File: config.mk
export PLATFORM = sky130hd
export DESIGN_NAME = sof_frame_tracker
export DESIGN_NICKNAME = d
export VERILOG_FILES = /design/src/rtl/sof_trk_pkg.sv /design/src/rtl/frame_repeat_counter.sv /design/src/rtl/subframe_timer.sv /design/src/rtl/sof_frame_tracker.sv
export SDC_FILE = /design/constraint.sdc
export NUM_CORES = 1
export LEC_CHECK = 0
export ABC_AREA = 0
export BUFFER_PORTS_ARGS = -buffer_cell sky130_fd_sc_hd__buf_2
export CAP_MARGIN = 20
export CORE_UTILIZATION = 45
export CTS_BUF_LIST = sky130_fd_sc_hd__clkbuf_8
export DETAILED_ROUTE_END_ITERATION = 12
export PLACE_DENSITY_LB_ADDON = 0.1
export SYNTH_ARGS = -nofsm -noshare
export SYNTH_HDL_FRONTEND = slang
export SYNTH_SLANG_ARGS = --single-unit
File: constraint.sdc
create_clock -name clk -period 2.1 [get_ports clk]
set_input_delay 0.21 -clock clk [delete_from_list [all_inputs] [get_ports clk]]
set_output_delay 0.21 -clock clk [all_outputs]
set_load 0.005 [all_outputs]
File: src/rtl/sof_trk_pkg.sv
package sof_trk_pkg;
   localparam int FRAME_W   = 11;
   localparam int RPT_W     = 4;
   localparam int TIME_W    = 12;
   localparam int WORD_W    = 32;
   localparam int TIME_LSB  = 0;
   localparam int FRAME_LSB = 16;
   localparam int RPT_LSB   = 28;
   localparam int TICK_DIV  = 30;
endpackage

File: src/rtl/frame_repeat_counter.sv
module frame_repeat_counter #(
   parameter int FRAME_W = 11,
   parameter int RPT_W   = 4
) (
   input  logic               clk,
   input  logic               rst_n,
   input  logic               sof_valid,
   input  logic [FRAME_W-1:0] sof_frame,
   output logic [FRAME_W-1:0] frame_q,
   output logic [RPT_W-1:0]   rpt_q
);
   localparam logic [RPT_W-1:0] RPT_MAX = {RPT_W{1'b1}};

   logic seen_q;
   logic same_num;

   assign same_num = seen_q && (sof_frame == frame_q);

   always_ff @(posedge clk) begin
      if (!rst_n) begin
         frame_q <= '0;
         rpt_q   <= '0;
         seen_q  <= 1'b0;
      end else if (sof_valid) begin
         frame_q <= sof_frame;
         seen_q  <= 1'b1;
         if (!same_num)
            rpt_q <= '0;
         else if (rpt_q != RPT_MAX)
            rpt_q <= rpt_q + 1'b1;
      end
   end
endmodule

File: src/rtl/subframe_timer.sv
module subframe_timer #(
   parameter int TIME_W   = 12,
   parameter int TICK_DIV = 30
) (
   input  logic              clk,
   input  logic              rst_n,
   input  logic              clear,
   output logic [TIME_W-1:0] time_q
);
   localparam logic [TIME_W-1:0] TIME_MAX = {TIME_W{1'b1}};

   logic tick;

   generate
      if (TICK_DIV < 1) begin : g_bad_div
         $error("subframe_timer: TICK_DIV must be at least 1");
      end
      if (TICK_DIV == 1) begin : g_no_pre
         assign tick = !clear;
      end else begin : g_pre
         localparam int PRE_W = $clog2(TICK_DIV);
         localparam logic [PRE_W-1:0] PRE_LAST = PRE_W'(TICK_DIV - 1);
         logic [PRE_W-1:0] pre_q;

         always_ff @(posedge clk) begin
            if (!rst_n || clear)
               pre_q <= '0;
            else if (pre_q == PRE_LAST)
               pre_q <= '0;
            else
               pre_q <= pre_q + 1'b1;
         end

         assign tick = !clear && (pre_q == PRE_LAST);
      end
   endgenerate

   always_ff @(posedge clk) begin
      if (!rst_n || clear)
         time_q <= '0;
      else if (tick && time_q != TIME_MAX)
         time_q <= time_q + 1'b1;
   end
endmodule

File: src/rtl/sof_frame_tracker.sv
module sof_frame_tracker
   import sof_trk_pkg::*;
#(
   parameter int P_FRAME_W   = FRAME_W,
   parameter int P_RPT_W     = RPT_W,
   parameter int P_TIME_W    = TIME_W,
   parameter int P_WORD_W    = WORD_W,
   parameter int P_FRAME_LSB = FRAME_LSB,
   parameter int P_RPT_LSB   = RPT_LSB,
   parameter int P_TICK_DIV  = TICK_DIV
) (
   input  logic                 clk,
   input  logic                 rst_n,
   input  logic                 sof_valid,
   input  logic [P_FRAME_W-1:0] sof_frame,
   output logic [P_WORD_W-1:0]  status_word
);
   generate
      if (P_TIME_W > P_FRAME_LSB) begin : g_bad_time
         $error("sof_frame_tracker: timer field overlaps frame field");
      end
      if (P_FRAME_LSB + P_FRAME_W > P_RPT_LSB) begin : g_bad_frame
         $error("sof_frame_tracker: frame field overlaps repeat field");
      end
      if (P_RPT_LSB + P_RPT_W > P_WORD_W) begin : g_bad_rpt
         $error("sof_frame_tracker: repeat field exceeds word");
      end
   endgenerate

   logic [P_FRAME_W-1:0] frame_q;
   logic [P_RPT_W-1:0]   rpt_q;
   logic [P_TIME_W-1:0]  time_q;

   frame_repeat_counter #(
      .FRAME_W (P_FRAME_W),
      .RPT_W   (P_RPT_W)
   ) u_rpt (
      .clk       (clk),
      .rst_n     (rst_n),
      .sof_valid (sof_valid),
      .sof_frame (sof_frame),
      .frame_q   (frame_q),
      .rpt_q     (rpt_q)
   );

   subframe_timer #(
      .TIME_W   (P_TIME_W),
      .TICK_DIV (P_TICK_DIV)
   ) u_tmr (
      .clk    (clk),
      .rst_n  (rst_n),
      .clear  (sof_valid),
      .time_q (time_q)
   );

   always_comb begin
      status_word = '0;
      status_word[P_TIME_W-1:0]             = time_q;
      status_word[P_FRAME_LSB +: P_FRAME_W] = frame_q;
      status_word[P_RPT_LSB +: P_RPT_W]     = rpt_q;
   end
endmodule

### Yosys cells after proc, flatten, opt, wreduce, memory -nomap -nowiden

Index checks and enable logic that the tools add are counted.
Widths: inputs -> output; s select.

* register bits: 33
* output and inout port bits: 32
* word-level logic and storage cells: 23

* add/sub/neg operators: 3
* eq/ne operators: 5
* muxes and demuxes: 2
* reductions and logical operators: 8

Operator list (number)
* $add 12x1->12 const B: 1
* $ne 12x12->1 const B: 1
* $eq 11x11->1: 1
* $mux 4: 2
* $add 5x1->5 const B: 1
* $eq 5x5->1 const B: 1
* $add 4x1->4 const B: 1
* $ne 4x4->1 const B: 1
* $logic_and 1x1->1: 3
* $logic_not 1->1: 2
* $ne 2x2->1 const B: 1
* $reduce_and 2->1: 1
* $reduce_or 2->1: 1
* $logic_or 1x1->1: 1

### Depth between registers and ports, before layout

* word-level depth: 4
* depth in mapped cells: 7
* depth with buffers taken out: 6

### Hierarchy

Synthesis repeated with hierarchy kept, for this count alone.

* cell total of the unflattened synthesis: 184
* area total of the unflattened synthesis: 1755.4 µm²

By module, submodules not included
* frame_repeat_counter: times used 1, cells each 84, area each 872.1 µm², seq. area each 320.3 µm²
* subframe_timer: times used 1, cells each 94, area each 842.1 µm², seq. area each 340.3 µm²
* sof_frame_tracker: times used 1, cells each 6, area each 41.3 µm², seq. area each 0.0 µm²

### Worst setup path after synthesis

OpenSTA, ideal clock, no wires.

* path type: register to register
* from: register u_tmr.g_pre.pre_q[0]
* to: register u_tmr.time_q[5]
* library setup time: 70 ps
* data arrival time: 1669 ps
* data required time: 2030 ps
* setup slack: 360 ps
* stages on the path, launching flop included: 7
* period minus slack after synthesis: 1740 ps
* path through: dfxtp_1 > ha_1 > nand4_2 > or3_1 > buf_2 > or4_1 > a21oi_1

* cells in the longest elaborated chain, start to end: 3

RTL lines
* start, declared: RTL line subframe_timer.sv:23 `logic [PRE_W-1:0] pre_q;`
* start signal, assigned: RTL line subframe_timer.sv:31 `pre_q <= pre_q + 1'b1;`
* $eq 5x5->1: RTL line subframe_timer.sv:34 `assign tick = !clear && (pre_q == PRE_LAST);`
* $logic_and 1x1->1: RTL line subframe_timer.sv:34
* $logic_and 1x1->1: RTL line subframe_timer.sv:41 `else if (tick && time_q != TIME_MAX)`
* end signal, assigned: RTL line subframe_timer.sv:42 `time_q <= time_q + 1'b1;`
* end, declared: RTL line subframe_timer.sv:8 `output logic [TIME_W-1:0] time_q`

No other way between the ends.
A chain may end at the register's enable or synchronous reset.

### Worst setup path after layout

* from: register u_tmr.g_pre.pre_q[0]
* to: register u_tmr.time_q[4]

Same word-level chain as after synthesis.

==> impl_metrics.ini <==
[synth]
yosys_warnings = 0
avgSynthCellArea_um2 = 8.83
synth.area.top_cells = dfxtp_1 (41%), mux2i_1 (7.4%), xor2_1 (5.4%)
synth_simple_gate_area_frac = 0.231
syn_inst = 184
synth_largest_area_cell = dfxtp_1
synthAdderAreaFrac = 0.0308
synth_compound_area_frac = 0.122
synthMuxAreaShare = 0.0740
ys_ff_latch = 33
synth_top_family_by_area = simple AND/OR/NAND/NOR gates
synth_xor_area_frac = 0.0755
synth_cell_type_count = 37
yosys.area.top_type_share = 0.407
synth-edff-count = 0
synthFlopType = dfxtp_1
synth_area_um2 = 1620
async_reset_ff_frac = 0
ys_seq_area_frac = 0.407

[floorplan]
die_x_um = 62.1
initial_core_util = 0.479
die_y_um = 62.1
die_area_um2 = 3850
row_count = 21
coreArea_um2 = 3390
io_pins = 46

[clock_network]
htreeDepth = 2
ctsHoldBuffers = 0
cts_resized = 0
post-cts-setup-buffer-count = 0
insertion_delay_ns = 0.28
clockBufferDepth = 2
cts_sinks = 33
cts_root_buffer = clkbuf_8
cts_tree = built
cts_buffers = 5
clk_pin_slew_ns = 0.07

[drt]
drtPass1Iterations = 4
routed_wl_um = 3430
initialDrtViolationCount = 61
ant_nets = 0
wire_per_inst_um = 12.5
num_vias = 1453
drc_errors = 0
vias_per_cell = 5.32

[sta]
slew_violations = 0
fmax_ghz = 0.531
tightest_slew_ns = 0.728
post-route-period-util = 0.897
rsz0062_at_grt = no
maxSlewHeadroom = 0.510
fin_worst_skew_ns = 0.00301
setup_viol = 0
fin_tns_setup_ns = 0
final_hold_viol_count = 0
final.min_clock_period_ns = 1.88

[worst_setup_path]
rr_worst_depth = 5
crit_fanout = 8
startpoint_type = flop
critPathMaxStageDelay_ns = 0.51
cp_cell_sequence = ha_1, nand4_2, or3_1, or4_1, a21oi_1
cp_data_required_time_ns = 2.31
cp.depth = 5
worst_ep_arrival_time_ns = 2.09
crit_type = reg2reg
cp-end-kind = flop
cp_top_family = simple AND/OR/NAND/NOR gates
crit_slowest_cell = or4_1
cp_num_buf_inv = 0

[pwr]
clock_power_share = 0.372
p_leak_nw = 0.834
internal-power_mw = 0.916
power_mw = 1.21
p_comb_frac = 0.088
irDropWorstVdd_mv = 0.445
power.density_nw_per_um2 = 625
swShare = 0.244
p_switching_mw = 0.296
p_seq_frac = 0.540

[global_routing]
grt.total_usage = 0.195
grt_pass1_wl_um = 5360
grt_max_degree = 20
grt-ovfl-total = 0
grt_pass1_vias = 1222
antenna_found_initial = 0

[final_layout]
drive_gt1_frac = 0.238
diodes = 0
areaGrowthSynthToFinish_pct = 19.3
fill_cells = 307
fin_nets = 244

[min_path]
hold_path.class = in2reg
holdPathStages = 3

[status]
status = completed

[placed_design]
dp_hpwl_um = 2510
port_buffers = 40
gp_congestion = 0.810

[run]
drv_cap = 0
cells by family (layout without fill, tap and decap cells):
kind of cell | after synthesis | in the layout
and+or+nand+nor | 71 | 71
DFF | 33 | 33
AOI/OAI and AO/OA | 30 | 30
buffers and inverters | 19 | 58
xor gates and xnor gates | 14 | 14
muxes | 12 | 12
adders and majority gates | 4 | 4
other | 1 | 5
final cells by class:
type	instances	area (um^2)	area share
clock buffer	5	68.8	0.0355
clock inverter	3	13.8	0.00710
inverter	6	22.5	0.0116
multi-input combinational	136	885	0.456
sequential	33	661	0.341
tap	46	57.6	0.0297
timing repair buffer	44	230	0.119
final timing paths:
path | from | to | slack, ns
worst max-delay path | u_tmr.g_pre.pre_q[0]$_SDFF_PP0_ | u_tmr.time_q[4]$_SDFFE_PP0P_ | 0.22
worst min-delay path | sof_frame[6] | u_rpt.frame_q[6]$_SDFFE_PN0P_ | 0.18
worst max register to register | u_tmr.g_pre.pre_q[0]$_SDFF_PP0_ | u_tmr.time_q[4]$_SDFFE_PP0P_ | 0.22
worst min register to register | u_rpt.seen_q$_SDFFE_PN0P_ | u_rpt.seen_q$_SDFFE_PN0P_ | 0.47
state kept, by name (all words and copies together) (netlist names):
signal / cells
u_rpt.frame_q: 11
u_rpt.rpt_q: 4
u_rpt.seen_q: 1
u_tmr.g_pre.pre_q: 5
u_tmr.time_q: 12
through the flow:
stage | worst slack [ns] | std cells | cell area [um^2] | utilization | hold WS (ns)
CTS | 0.212 | 273 | 1940 | 0.572 | 0.181
global route | 0.103 | 273 | 1940 | 0.572 | 0.201
global placement | 0.298 | 265 | 1860 | 0.547 | 0.444
finish | 0.217 | 273 | 1940 | 0.572 | 0.184
floorplan | 0.360 | 188 | 1640 | - | 0.357
detailed placement | 0.235 | 265 | 1860 | 0.547 | 0.453
cell usage after synthesis (all sizes together) (4+ instances only):
| master | n |
|---|---|
| o21ai | 4 |
| nand4 | 8 |
| mux2i | 12 |
| or4 | 4 |
| ha | 4 |
| nand2 | 12 |
| nor2 | 21 |
| a21oi | 10 |
| buf | 8 |
| xnor2 | 4 |
| xor2 | 10 |
| o31ai | 5 |
| nand3 | 4 |
| clkbuf | 5 |
| inv | 5 |
| dfxtp | 33 |
| or3 | 7 |
| nor4 | 4 |
tightest hold or removal path, delay by kind of cell:
kind | cells | cell delay [ns]
AND/OR/NAND/NOR | 1 | 0.07
buffers and inverters | 1 | 0.09
multiplexers | 1 | 0.06
per-layer routing:
layer / vias up / GRT usage / share of wire / routed length [um]
met5: - / 0 / 0 / 0
met4: 0 / 0.102 / 0.018 / 60
met3: 7 / 0.0518 / 0.049 / 167
met2: 38 / 0.324 / 0.49 / 1680
met1: 672 / 0.229 / 0.44 / 1520
li1: 736 / - / - / -
cells in the final DEF (no fill, tap or decap), drive strengths merged, types with 2 or more instances in the layout:
| master | Yosys | routed |
|---|---|---|
| buf | 8 | 44 |
| dfxtp | 33 | 33 |
| nor2 | 21 | 21 |
| mux2i | 12 | 12 |
| nand2 | 12 | 12 |
| xor2 | 10 | 10 |
| a21oi | 10 | 10 |
| nand4 | 8 | 8 |
| or3 | 7 | 7 |
| inv | 5 | 6 |
| o31ai | 5 | 5 |
| conb | 1 | 5 |
| clkbuf | 5 | 5 |
| nand3 | 4 | 4 |
| xnor2 | 4 | 4 |
| or4 | 4 | 4 |
| o21ai | 4 | 4 |
| ha | 4 | 4 |
| nor4 | 4 | 4 |
| o41ai | 3 | 3 |
| nor3 | 3 | 3 |
| clkinv | 1 | 3 |
| a41oi | 2 | 2 |
| o311ai | 2 | 2 |
| and2 | 2 | 2 |
| a31oi | 2 | 2 |
power groups by stage:
stage	clock network (mW)	logic, mW	registers, mW
global route	0.495	0.121	0.656
CTS	0.467	0.108	0.655
finish	0.451	0.107	0.655
global placement	0	0.106	0.667
floorplan	0	0.0682	0.669
detailed placement	0	0.107	0.669
Note: power is estimated with default switching activity, not from simulation.
